--- src/rtl/vb_shadow_pkg.sv ---
package vb_shadow_pkg;
  // strobes from the control module to the datapath
  typedef struct packed {
    logic wrActive;  // write straight into the active register
    logic wrShadow;  // park the write in the shadow entry
    logic commit;    // vertical-blank rising edge: copy marked entries
    logic clearAll;  // power-on-reset rising edge: zero everything
  } bankStrobe_t;
endpackage

--- src/rtl/vb_shadow_ctrl.sv ---
module vb_shadow_ctrl
  import vb_shadow_pkg::*;
#(
  parameter int NUM_REGS = 16,
  parameter int MODE_REG = 12,
  parameter int ADDR_W   = $clog2(NUM_REGS)
) (
  input  logic              clk,
  input  logic              rstN,
  input  logic              porFlag,
  input  logic              wrEn,
  input  logic [ADDR_W-1:0] wrAddr,
  input  logic              vBlank,
  input  logic              busy,
  input  logic              bufEn,
  output bankStrobe_t       strobe,
  output logic              wrRefused
);
  localparam logic [ADDR_W-1:0] MODE_ADDR = ADDR_W'(MODE_REG);

  logic vBlankQ, porQ;
  logic isModeReg, accept;

  always_ff @(posedge clk or negedge rstN) begin
    if (!rstN) begin
      vBlankQ <= 1'b0;
      porQ    <= 1'b0;
    end else begin
      vBlankQ <= vBlank;
      porQ    <= porFlag;
    end
  end

  assign isModeReg = (wrAddr == MODE_ADDR);
  // the mode register bypasses the lock so the mode can always be changed
  assign accept    = wrEn && (!busy || isModeReg);

  always_comb begin
    strobe.commit   = vBlank && !vBlankQ;
    strobe.clearAll = porFlag && !porQ;
    strobe.wrActive = accept && (isModeReg || !bufEn);
    strobe.wrShadow = accept && !isModeReg && bufEn;
  end

  assign wrRefused = wrEn && busy && !isModeReg;

  // a refused write never reaches either register copy
  p_refused_dropped_r6: assert property (@(posedge clk) disable iff (!rstN)
    wrRefused |-> !(strobe.wrActive || strobe.wrShadow));

  // a vBlank level held high yields no second commit
  p_single_commit_r8: assert property (@(posedge clk) disable iff (!rstN)
    strobe.commit |=> !strobe.commit);
endmodule

--- src/rtl/vb_shadow_data.sv ---
module vb_shadow_data
  import vb_shadow_pkg::*;
#(
  parameter int NUM_REGS = 16,
  parameter int DATA_W   = 8,
  parameter int MODE_REG = 12,
  parameter int MODE_BIT = 5,
  parameter int ADDR_W   = $clog2(NUM_REGS)
) (
  input  logic                       clk,
  input  logic                       rstN,
  input  bankStrobe_t                strobe,
  input  logic [ADDR_W-1:0]          wrAddr,
  input  logic [DATA_W-1:0]          wrData,
  output logic [NUM_REGS*DATA_W-1:0] activeFlat,
  output logic                       busy,
  output logic                       bufEn
);
  logic [DATA_W-1:0]   activeQ [NUM_REGS];
  logic [DATA_W-1:0]   shadowQ [NUM_REGS];
  logic [NUM_REGS-1:0] dirtyQ;

  for (genvar i = 0; i < NUM_REGS; i++) begin : g_reg
    logic hit;
    assign hit = (wrAddr == ADDR_W'(i));

    always_ff @(posedge clk or negedge rstN) begin
      if (!rstN) begin
        activeQ[i] <= '0;
        shadowQ[i] <= '0;
        dirtyQ[i]  <= 1'b0;
      end else if (strobe.clearAll) begin
        activeQ[i] <= '0;
        shadowQ[i] <= '0;
        dirtyQ[i]  <= 1'b0;
      end else begin
        if (strobe.commit && dirtyQ[i]) activeQ[i] <= shadowQ[i];
        if (strobe.wrActive && hit)     activeQ[i] <= wrData;
        if (strobe.commit)              dirtyQ[i]  <= 1'b0;
        if (strobe.wrShadow && hit) begin
          shadowQ[i] <= wrData;
          dirtyQ[i]  <= 1'b1;
        end
      end
    end

    assign activeFlat[i*DATA_W +: DATA_W] = activeQ[i];
  end

  assign busy  = |dirtyQ;
  assign bufEn = activeQ[MODE_REG][MODE_BIT];

  // a shadow write leaves the bank busy
  p_busy_after_park_r5: assert property (@(posedge clk) disable iff (!rstN)
    strobe.wrShadow && !strobe.clearAll |=> busy);

  // a commit with no new parking empties the pending mask
  p_commit_clears_r4: assert property (@(posedge clk) disable iff (!rstN)
    strobe.commit && !strobe.wrShadow && !strobe.clearAll |=> !busy);

  // nothing is parked while a commit is pending
  p_no_park_busy_r6: assert property (@(posedge clk) disable iff (!rstN)
    busy |-> !strobe.wrShadow);

  // the reset-flag edge zeroes the bank
  p_por_clear_r10: assert property (@(posedge clk) disable iff (!rstN)
    strobe.clearAll |=> (activeFlat == '0) && !busy);

  // a direct write is visible on the next cycle
  p_direct_write_r2: assert property (@(posedge clk) disable iff (!rstN)
    strobe.wrActive && !strobe.clearAll |=> activeQ[$past(wrAddr)] == $past(wrData));
endmodule

--- src/rtl/vb_shadow_bank.sv ---
module vb_shadow_bank
  import vb_shadow_pkg::*;
#(
  parameter int NUM_REGS = 16,
  parameter int DATA_W   = 8,
  parameter int MODE_REG = 12,
  parameter int MODE_BIT = 5,
  parameter int ADDR_W   = $clog2(NUM_REGS)
) (
  input  logic                       clk,
  input  logic                       rstN,
  input  logic                       porFlag,
  input  logic                       wrEn,
  input  logic [ADDR_W-1:0]          wrAddr,
  input  logic [DATA_W-1:0]          wrData,
  input  logic                       vBlank,
  output logic [NUM_REGS*DATA_W-1:0] activeRegs,
  output logic                       busy,
  output logic                       wrRefused
);
  bankStrobe_t strobe;
  logic        bufEn;

  vb_shadow_ctrl #(.NUM_REGS(NUM_REGS), .MODE_REG(MODE_REG), .ADDR_W(ADDR_W)) u_ctrl (
    .clk(clk), .rstN(rstN), .porFlag(porFlag), .wrEn(wrEn), .wrAddr(wrAddr),
    .vBlank(vBlank), .busy(busy), .bufEn(bufEn), .strobe(strobe), .wrRefused(wrRefused)
  );

  vb_shadow_data #(.NUM_REGS(NUM_REGS), .DATA_W(DATA_W), .MODE_REG(MODE_REG),
                   .MODE_BIT(MODE_BIT), .ADDR_W(ADDR_W)) u_data (
    .clk(clk), .rstN(rstN), .strobe(strobe), .wrAddr(wrAddr), .wrData(wrData),
    .activeFlat(activeRegs), .busy(busy), .bufEn(bufEn)
  );
endmodule

--- config.mk ---
export PLATFORM = sky130hd
export DESIGN_NAME = vb_shadow_bank
export DESIGN_NICKNAME = d
export VERILOG_FILES = /design/src/rtl/vb_shadow_pkg.sv /design/src/rtl/vb_shadow_ctrl.sv /design/src/rtl/vb_shadow_data.sv /design/src/rtl/vb_shadow_bank.sv
export SDC_FILE = /design/constraint.sdc
export NUM_CORES = 1
export LEC_CHECK = 0
export BUFFER_PORTS_ARGS = -buffer_cell sky130_fd_sc_hd__buf_2
export CAP_MARGIN = 25
export CORE_MARGIN = 10
export CORE_UTILIZATION = 59
export DETAILED_ROUTE_END_ITERATION = 10
export PLACE_DENSITY_LB_ADDON = 0.1
export SLEW_MARGIN = 20
export SYNTH_ARGS = -nofsm -noshare
export SYNTH_HDL_FRONTEND = slang
export SYNTH_SLANG_ARGS = --single-unit
--- constraint.sdc ---
create_clock -name clk -period 3.05 [get_ports clk]
set_input_delay 0.305 -clock clk [delete_from_list [all_inputs] [get_ports clk]]
set_output_delay 0.305 -clock clk [all_outputs]
set_load 0.05 [all_outputs]
==> out/qor.yml, run 1 <==
rows: 54
drtIter0Drc: 596
worst_skew_pair.late_latency_ps: 540
grt_antenna_before_repair: 1
finClkSkew_ps: 9.96
hp-class: "in -> reg"
vias: 8755
cts_sinks: 274
synth_area_leaders: "dfrtp_1, mux2i_1, mux2_2"
grt_usage: 0.216
relSlewSlack: 0.377
nFillCells: 1645
area_delta_synth_final_pct: 14.9
place.detailed.hpwl_mm: 20.1
setup_violations: 0
wl_mm: 31.3
hold_viol_final: 0
cp_slowest_cell: "or4_1"
syn_avg_cell_area_um2: 11.6
drc: 0
grt_pass1_wl_mm: 50.1
start_util: 0.597
clk_pin_slew_ps: 60
yosysTopAreaCell: "dfrtp_1"
cts_buffer_depth: 3
layout_common_cells: "nand2_1, dfrtp_1, mux2i_1"
ys_seq_elements: 274
nets: 1261
cts-htree-levels: 1
gp_congestion: 0.868
powerDensity_nw_per_um2: 528
vias_per_cell: 5.67
wire_per_inst_um: 20.3
ir_worst_vdd_mv: 0.412
rsz0062_at_grt: "false"
numCtsBuffers: 29
io_pins: 147
crit_fanout: 8
dp_cells: 1491
fin_crit_ps: 2900
outcome: "finished, final reports clean"
layout-drive-gt1-share: 0.283
grt_max_degree: 94
critPathArrivalTime_ps: 2600
cts-root-buf: "clkbuf_16"
synth_nets: 1136
cts_tree: "built"
core_area_um2: 21700
crit_chain: "or4_1 > nor3_2 > nand2b_1 > and3_1 > buf_2"
die_h_um: 168
netlist_instances: 1119
overflow: 0
portBuffers: 146
critPathMaxStageDelay_ps: 730
p_leak_nw: 8.29
path_class: "reg -> out"
synth.distinct_cells: 34
finalCoreUtilization: 0.686
die_w_um: 168
end_kind: "output pin"
ant_nets: 0
synth.top_cell.area_share: 0.529
required_ps: 2740
stdcell_count: 1544
first_global_vias: 8910
ys_seq_area_frac: 0.529
synth.yosys.warnings: 0
fmax_ghz: 0.344
max-cap-violations: 0
max_slew.worst_pin.slew_ps: 934
start_kind: "flip-flop"
final_common_cell: "nand2_1"
fin_tns_setup_ps: 0
dr.pass1.iters: 7
syn_area_um2: 13000
slew_violations: 0
min_period_over_period: 0.952
post-cts-setup-buffers: 0
die-area_um2: 28300
-- metal layers --
layer / GRT usage / share of wire
met5: 0 / 0
met4: 0.0625 / 0.027
met3: 0.0359 / 0.043
met2: 0.349 / 0.48
met1: 0.293 / 0.45
-- power breakdown --
group	switching (W)	internal [W]	leakage (nW)	total [W]
logic	0.000570	0.000184	4.05	0.000754
clock network	0.00140	0.00196	0.441	0.00336
registers	0.0000407	0.00370	3.80	0.00374
-- Yosys cell counts --
cell	n
nor2_1	4
nand4_1	2
or4_1	4
mux2_2	120
nor2b_1	4
buf_4	2
buf_2	5
mux2i_1	248
nand3_1	10
buf_1	5
nor4_2	4
nor4_4	1
o21ai_0	8
nand2_2	2
nor4b_2	1
a21oi_1	15
nand3b_1	15
or2_2	1
nor3_4	9
and4_1	1
nand4b_1	2
nor3_1	1
or2_1	1
nand4_2	6
a311oi_1	1
and2_1	14
nand2b_1	4
buf_6	1
dfrtp_1	274
and3_1	2
and3b_1	1
nand2_1	283
nor4_1	3
clkbuf_1	65
-- final cells by class --
type,instances,area (um^2),share of cell area
diodes,1,2.50,0.000168
clock buffers,47,883,0.0594
clock inverters,3,17.5,0.00118
multi-input cells,767,5790,0.389
flip-flops and latches,274,6860,0.461
well taps,280,350,0.0235
repair buffers,172,978,0.0657
-- final timing paths --
check                                       from                    end  slack, ps  cells past startpoint
min reg2reg                u_data.activeFlat[99]  u_data.activeFlat[99]        480                      2
min in group asynchronous                   rstN     u_data.shadowQ[10]        340                      2
max                             u_data.dirtyQ[9]              wrRefused        150                      5
max in group asynchronous                   rstN  u_data.activeFlat[78]       1830                      3
min                                    wrData[2]  u_data.activeFlat[98]         80                      3
max reg2reg                     u_data.dirtyQ[9]  u_data.activeFlat[23]        470                      5
-- timing repair --
item / 4_1_cts / 5_1_grt
hold buffers: 2 / 0
endpoints found under the setup margin: 0 / 1
resized for setup: 0 / 1
endpoints found under the hold margin: 76 / 0
-- through the flow --
stage          setup WS [ps]  hold slack (ps)  total power (W)  cell area (um^2)
6_report                 147             78.1          0.00785             14900
4_1_cts                 36.1             69.6          0.00790             14900
3_5_place_dp             521              339          0.00456             14000
5_1_grt                 82.8             94.9          0.00811             14900
2_1_floorplan            502             9.41          0.00429             13000
3_3_place_gp             586              345          0.00456             14000
-- flip-flops by register name, indices dropped and copies added (netlist names) --
name               count
u_ctrl.vBlankQ         1
u_data.shadowQ       128
u_ctrl.porQ            1
u_data.dirtyQ         16
u_data.activeFlat    128
-- critical path, delay by kind of cell (launching register included) --
kind	cells	cell delay, ps
and+or+nand+nor	4	1460
DFF	1	400
buffers and inverters	1	200
-- cell families (layout without fill, tap and decap cells) --
family | Yosys count | count (layout) | synth area share
other | 0 | 1 | 0
flip-flops | 274 | 274 | 0.529
multiplexers | 368 | 368 | 0.296
AND/OR/NAND/NOR | 375 | 375 | 0.141
buffers and inverters | 78 | 222 | 0.0242
AO/OA/AOI/OAI | 24 | 24 | 0.00956
Note: power is estimated with default switching activity, not from simulation.
==> run 2: changes to the inputs <==
--- a/config.mk
+++ b/config.mk
@@ -5,12 +5,13 @@
 export SDC_FILE = /design/constraint.sdc
 export NUM_CORES = 1
 export LEC_CHECK = 0
-export BUFFER_PORTS_ARGS = -buffer_cell sky130_fd_sc_hd__buf_2
+export BUFFER_PORTS_ARGS = -buffer_cell sky130_fd_sc_hd__clkbuf_2
 export CAP_MARGIN = 25
 export CORE_MARGIN = 10
-export CORE_UTILIZATION = 59
+export CORE_UTILIZATION = 40
 export DETAILED_ROUTE_END_ITERATION = 10
 export PLACE_DENSITY_LB_ADDON = 0.1
+export RECOVER_POWER = 25
 export SLEW_MARGIN = 20
 export SYNTH_ARGS = -nofsm -noshare
 export SYNTH_HDL_FRONTEND = slang
==> run 2 against run 1 <==
Against the previous run:
- the run now ends with capacitance limit, slew limit left
- routed wire length grew 11%
- cell area grew 2.5%
- clock-buffer cell count shrank 2
- die area up 41%
- sequential cell count unchanged
- combinational power rose by 2%
- clock skew up 3.8 ps
- worst setup slack improved by 1.1 ps
- fmax hardly changed
- cell count increased by 8.9%
- core utilization is 21 points lower
- power increased by 5.0%
- critical path type unchanged
- critical endpoint unchanged
- largest cell class unchanged
==> out/qor.yml, run 2 (synthesis results as in run 1) <==
slew_violations: 90
dp_slack_ps: 516
rsz0062_at_grt: "false"
gp_congestion: 0.754
rows: 65
fin_ws_ps: 148
cts_sinks: 274
vias: 8715
powerDensity_nw_per_um2: 541
numCtsBuffers: 31
max_slew.worst_pin.slew_ps: 2540
violations: "capacitance limit, slew limit"
area_delta_synth_final_pct: 17.8
p_leak_nw: 8.31
wl_mm: 34.6
critPathArrivalTime_ps: 2600
drtIter0Drc: 528
num_antenna_cells: 0
ant_nets: 0
ir_worst_vdd_mv: 0.360
start_util: 0.408
drc: 0
required_ps: 2740
final_common_cell: "nand2_1"
relSlewSlack: -0.691
finalCoreUtilization: 0.481
overflow: 0
path_class: "reg -> out"
fmax_ghz: 0.345
stdcell_count: 1682
cts-root-buf: "clkbuf_16"
portBuffers: 146
cts_tree: "built"
end_kind: "output pin"
nets: 1277
nFillCells: 2980
grt_antenna_before_repair: 0
fin_tns_setup_ps: 0
grt_pass1_wl_mm: 54.5
fin_crit_ps: 2900
rrSetupSlack_ps: 510
hp-class: "in -> reg"
die_h_um: 200
max-cap-violations: 1
fin_hold_ws_ps: 70.9
finClkSkew_ps: 13.8
grt_usage: 0.173
die-area_um2: 40000
vias_per_cell: 5.18
start_kind: "flip-flop"
io_pins: 147
die_w_um: 200
hold_viol_final: 0
cts-htree-levels: 1
first_global_vias: 9077
worst_skew_pair.late_latency_ps: 560
crit_fanout: 8
dr.pass1.iters: 4
clk_pin_slew_ps: 60
layout-drive-gt1-share: 0.291
wire_per_inst_um: 20.6
cts_buffer_depth: 3
min_period_over_period: 0.952
grt_max_degree: 130
core_area_um2: 31700
setup_violations: 0
outcome: "finished, violations left"
place.detailed.hpwl_mm: 22.0
dp_cells: 1627
layout_common_cells: "nand2_1, dfrtp_1, mux2i_1"
run 2: stage by stage:
stage	power [W]	cell area (um^2)
finish	0.00825	15300
global route	0.00855	15300
CTS	0.00838	15300
detailed placement	0.00460	14200
global placement	0.00459	14200
floorplan	0.00429	13000
run 2: timing repair:
action                                  4_1_cts  5_1_grt
hold buffers                                  2        0
setup buffers                                 0        0
hold endpoints to repair                     86        0
endpoints found under the setup margin        0        1
gates resized for setup                       0        1
run 2: worst paths after layout:
kind / start / endpoint / cells after the start
worst max-delay path: u_data.dirtyQ[6] / wrRefused / 5
worst min-delay path: wrData[1] / u_data.activeFlat[97] / 3
worst max register to register: u_data.dirtyQ[6] / u_data.activeFlat[16] / 5
worst min register to register: u_data.shadowQ[29] / u_data.shadowQ[29] / 1
max in group asynchronous: rstN / u_data.shadowQ[85] / 2
min in group asynchronous: rstN / u_data.activeFlat[114] / 2
run 2: critical path, cell delays in order, from the launching register on:
cell and delay, ps:
dfrtp_1 390, or4_1 730, nor3_2 340, nand2b_1 140
and3_1 210, clkbuf_2 240
run 2: power breakdown:
part           switching, W  internal (W)  total, W
clock network       0.00147       0.00227   0.00374
registers         0.0000454       0.00370   0.00374
logic              0.000579      0.000190  0.000769
run 2: layout make-up:
cell class	instances	area [um^2]	area share
clock buffer	45	898	0.0589
timing repair buffer	186	1090	0.0717
sequential	274	6860	0.450
tap	402	503	0.0330
clock inverter	8	115	0.00755
multi-input combinational	767	5790	0.379
run 2: per-layer routing:
metal,wire length [um],part of all wire,track usage,up-vias
met2,16600,0.48,0.288,138
met3,1290,0.037,0.0265,41
met5,0,0,0,-
li1,-,-,-,4117
met4,617,0.018,0.0381,0
met1,16100,0.47,0.233,4419
